`src/rtl/irq_arbiter5.sv`:
```
module irq_arbiter5 #(
  parameter int NSRC = 5
) (
  input  logic                     clk,
  input  logic                     rst_n,
  input  logic                     ext_n,
  input  logic                     inh,
  input  logic [NSRC-2:0]          src_req,
  input  logic                     take_ok,
  input  logic                     cmd_valid,
  input  logic [2:0]               cmd_op,
  input  logic [$clog2(NSRC)-1:0]  cmd_sel,
  output logic                     test_hit,
  output logic                     irq_take,
  output logic [$clog2(NSRC)-1:0]  irq_src
);
  localparam int SW = $clog2(NSRC);
  localparam logic [NSRC-1:0] ONE = NSRC'(1);
  localparam logic [2:0] OP_MSET = 3'd1, OP_MCLR = 3'd2, OP_ESET = 3'd3,
                         OP_ECLR = 3'd4, OP_PCLR = 3'd5, OP_ETST = 3'd6,
                         OP_PTST = 3'd7;

  logic [2:0]      sync;
  logic [NSRC-1:0] pend, en_full, elig, sel_oh, grant_oh, set_vec;
  logic [NSRC-2:0] en;
  logic            master, go, ext_fall;
  logic [SW-1:0]   win;

  assign ext_fall = sync[2] & ~sync[1];
  assign set_vec  = {src_req, ext_fall & ~inh};
  assign en_full  = {1'b1, en};
  assign elig     = pend & en_full & {NSRC{master}};
  assign go       = take_ok & (|elig);
  assign sel_oh   = cmd_valid ? (ONE << cmd_sel) : '0;
  assign grant_oh = go ? (ONE << win) : '0;

  always_comb begin
    win = '0;
    for (int i = NSRC - 1; i >= 0; i--)
      if (elig[i]) win = SW'(i);
  end

  assign test_hit = (cmd_op == OP_ETST) ? |(sel_oh & {1'b0, en}) :
                    (cmd_op == OP_PTST) ? |(sel_oh & pend) : 1'b0;

  always_ff @(posedge clk) begin
    if (!rst_n) begin
      sync     <= 3'b111;
      pend     <= '0;
      en       <= '0;
      master   <= 1'b0;
      irq_take <= 1'b0;
      irq_src  <= '0;
    end else begin
      sync <= {sync[1:0], ext_n};
      pend <= (pend & ~grant_oh & ~((cmd_op == OP_PCLR) ? sel_oh : '0)) | set_vec;
      if (cmd_op == OP_ESET) en <= en | sel_oh[NSRC-2:0];
      else if (cmd_op == OP_ECLR) en <= en & ~sel_oh[NSRC-2:0];
      if (go) master <= 1'b0;
      else if (cmd_valid && cmd_op == OP_MSET) master <= 1'b1;
      else if (cmd_valid && cmd_op == OP_MCLR) master <= 1'b0;
      irq_take <= go;
      if (go) irq_src <= win;
    end
  end

  a_r5_take_needs_master: assert property (@(posedge clk) disable iff (!rst_n)
    irq_take |-> $past(master));
  a_r9_master_dropped: assert property (@(posedge clk) disable iff (!rst_n)
    irq_take |-> !master);
  a_r9_winner_was_pending: assert property (@(posedge clk) disable iff (!rst_n)
    irq_take |-> (($past(pend) >> irq_src) & ONE) != '0);
  a_r8_no_higher_eligible: assert property (@(posedge clk) disable iff (!rst_n)
    irq_take |-> ($past(elig) & ((ONE << irq_src) - ONE)) == '0);
  a_r10_take_needs_ok: assert property (@(posedge clk) disable iff (!rst_n)
    irq_take |-> $past(take_ok));
  a_r4_inhibit_blocks_ext: assert property (@(posedge clk) disable iff (!rst_n)
    $rose(pend[0]) |-> !$past(inh));
endmodule

```
`config.mk`:
```
export PLATFORM = sky130hd
export DESIGN_NAME = irq_arbiter5
export DESIGN_NICKNAME = d
export VERILOG_FILES = /design/src/rtl/irq_arbiter5.sv
export SDC_FILE = /design/constraint.sdc
export NUM_CORES = 1
export LEC_CHECK = 0
export BUFFER_PORTS_ARGS = -buffer_cell sky130_fd_sc_hd__clkbuf_2
export CAP_MARGIN = 20
export CORE_MARGIN = 2
export CORE_UTILIZATION = 49
export CTS_BUF_LIST = sky130_fd_sc_hd__clkbuf_8
export CTS_CLUSTER_DIAMETER = 120
export DETAILED_ROUTE_END_ITERATION = 10
export PLACE_DENSITY = 0.79
export SYNTH_ARGS = -nofsm -noshare
export SYNTH_HDL_FRONTEND = slang
export SYNTH_SLANG_ARGS = --single-unit
export TNS_END_PERCENT = 100
```
`constraint.sdc`:
```
create_clock -name clk -period 1.15 [get_ports clk]
set_input_delay 0.0575 -clock clk [delete_from_list [all_inputs] [get_ports clk]]
set_output_delay 0.0575 -clock clk [all_outputs]
set_load 0.01 [all_outputs]
```
==> impl_metrics.env <==
export IMPL_gr_usage_all_layers=0.284
export IMPL_drv_slew=0
export IMPL_hold_depth=2
export IMPL_dieArea_um2=2180
export IMPL_synth_fp_nets=114
export IMPL_synth_area_um2=891
export IMPL_grt_pass1_vias=944
export IMPL_place_gp_congestion=0.901
export IMPL_finalHoldViolations=0
export IMPL_core_area_um2=1730
export IMPL_fillers=131
export IMPL_std_cell_rows=15
export IMPL_avgSynthCellArea_um2=9.09
export IMPL_finalCritPeriodShare=1.23
export IMPL_dieWidth_um=46.6
export IMPL_post_synth_num_cell_types=41
export IMPL_io_pins=21
export IMPL_slew_headroom=0.715
export IMPL_maxCapViolations=0
export IMPL_synth_edf_count=0
export IMPL_end_kind="flip-flop"
export IMPL_pwr_density_cell_nw_per_um2=953
export IMPL_firstDrtPassIters=4
export IMPL_setup_ws_ns=-0.260
export IMPL_area_growth_syn_to_layout_pct=48.7
export IMPL_fin_crit_ns=1.41
export IMPL_async_flop_share=0
export IMPL_insertedDiodeCount=0
export IMPL_cp_required_ns=1.28
export IMPL_grt_max_degree=12
export IMPL_clk_latency_ns=0.25
export IMPL_synth_top_area_share=0.382
export IMPL_start_util=0.516
export IMPL_drt_initial_drc_count=21
export IMPL_yosysMostFrequentCell="dfxtp_1"
export IMPL_fmax_mhz=709
export IMPL_root_buffer="clkbuf_8"
export IMPL_reg2reg_depth=5
export IMPL_synth_ff_type="dfxtp_1"
export IMPL_drc=0
export IMPL_layoutNonFillerInstCount=168
export IMPL_synth_largest_area_cell="dfxtp_1"
export IMPL_placedCellCount=154
export IMPL_grt_pass1_wl_mm=4.28
export IMPL_dp_hpwl_mm=1.83
export IMPL_ys_ff_latch=17
export IMPL_path_class="flip-flop to flip-flop"
export IMPL_vias=1017
export IMPL_vdd_drop_max_v=0.000839
export IMPL_critPathMaxFanout=5
export IMPL_cts_clk_slew_worst_paths_ns=0.06
export IMPL_yosysSeqAreaShare=0.382
export IMPL_hp_class="primary input to flip-flop"
export IMPL_dp_worst_setup_slack_ns=-0.143
export IMPL_clockBufferDepth=2
export IMPL_synth_area_top_cells="dfxtp_1, nor3b_1, nand2_1"
export IMPL_leakagePower_nw=0.575
export IMPL_drt_total_wl_mm=2.76
export IMPL_antenna_left=0
export IMPL_cts_sinks=17
export IMPL_antenna_found_initial=0
export IMPL_post_drt_wl_per_cell_um=16.4
export IMPL_synth_commonest_cells="dfxtp_1, nand2_1, nor2_1, nor3b_1, a21oi_1"
export IMPL_fin_worst_skew_ns=0.00309
export IMPL_cts_buffers=3
export IMPL_status="finished with violations"
export IMPL_nNetsFinal=160
export IMPL_grt_overflow=0
export IMPL_setup_violations=8
export IMPL_yosysWarnings=0
export IMPL_die_h_um=46.6
export IMPL_synthCells=98
export IMPL_violations="setup timing"
export IMPL_rsz0062_at_grt="true"
export IMPL_tightestPinTransition_ns=0.426
export IMPL_drive_above_1_share=0.483
export IMPL_arrival_ns=1.54
export IMPL_critPathLaunchType="flip-flop"
export IMPL_whs_ns=0.0136
export IMPL_avgViaCountPerCell=6.05
export IMPL_tritoncts="yes"
export IMPL_io_buffers=20
export IMPL_h_tree_depth=1
through the flow:
| stage | power (mW) | area, um^2 | setup TNS [ns] | util |
|---|---|---|---|---|
| 2_1_floorplan | 0.714 | 906 | 0 | - |
| 3_3_place_gp | 0.804 | 1130 | -0.351 | 0.652 |
| 3_5_place_dp | 0.811 | 1130 | -0.572 | 0.652 |
| 4_1_cts | 1.25 | 1250 | -1.23 | 0.725 |
| 5_1_grt | 1.31 | 1330 | -1.80 | 0.767 |
| 6_report | 1.26 | 1330 | -1.47 | 0.767 |
cells by family (layout without fill, tap and decap cells):
| kind of cell | Yosys count | after routing | share of synthesized area |
|---|---|---|---|
| and+or+nand+nor | 42 | 42 | 0.285 |
| DFF | 17 | 17 | 0.382 |
| muxes | 2 | 2 | 0.0239 |
| AOI/OAI and AO/OA | 32 | 32 | 0.287 |
| buffers and inverters | 5 | 50 | 0.0225 |
worst max-delay path, cell delays in order (launching register included):
cell and delay [ns]:
dfxtp_2 0.33, buf_4 0.13, a22o_4 0.27, o311ai_4 0.33, buf_4 0.17, o31ai_2 0.06
cell usage in the layout, fill, tap and decap left out, types with 2 or more instances in the layout:
cell type / n
o21ai_0: 3
clkbuf_2: 19
nor3b_1: 4
nand3_1: 2
a31oi_1: 4
nand4_1: 2
a21oi_1: 5
dfxtp_2: 6
o31ai_1: 2
a22o_4: 2
dfxtp_1: 10
nand2b_1: 3
inv_1: 4
nor2_1: 7
a211oi_1: 2
buf_4: 18
clkbuf_8: 3
nand3b_1: 2
buf_6: 4
nand2_1: 8
final cells by class:
cell class	instances	area, um^2	area share
clock buffers	3	41.3	0.0312
clock inverters	1	3.75	0.00283
inverters	3	11.3	0.00850
multi-input cells	76	596	0.449
flip-flops and latches	17	352	0.265
well taps	25	31.3	0.0236
repair buffers	43	290	0.219
path summary, 6_finish.rpt:
| kind | from | to | slack [ns] |
|---|---|---|---|
| worst min register to register | sync[0]$_SDFF_PN1_ | sync[1]$_SDFF_PN1_ | 0.41 |
| worst max register to register | pend[3]$_SDFF_PN0_ | irq_src[0]$_SDFFE_PN0P_ | -0.26 |
| worst max-delay path | pend[3]$_SDFF_PN0_ | irq_src[0]$_SDFFE_PN0P_ | -0.26 |
| worst min-delay path | src_req[3] | pend[4]$_SDFF_PN0_ | 0.01 |
power by group:
part	leakage [nW]	switching, mW	internal (mW)
registers	0.142	0.0137	0.608
clock network	0.0269	0.194	0.237
logic	0.406	0.107	0.103
layer usage:
| layer | routed length, um | part of all wire | GRT usage | up-vias |
|---|---|---|---|---|
| met5 | 0 | 0 | 0 | - |
| met4 | 49 | 0.018 | 0.122 | 0 |
| met3 | 192 | 0.070 | 0.0784 | 8 |
| met2 | 1420 | 0.51 | 0.475 | 47 |
| met1 | 1100 | 0.40 | 0.338 | 492 |
| li1 | - | - | - | 470 |
repair_timing:
item | 4_1_cts | 5_1_grt
endpoints found under the hold margin | 1 | 0
gates resized for setup | 9 | 13
endpoints found under the setup margin | 7 | 10
hold buffers | 1 | 0
setup buffers | 6 | 3
pin swaps | 7 | 13
(Power assumes the default switching activity.)
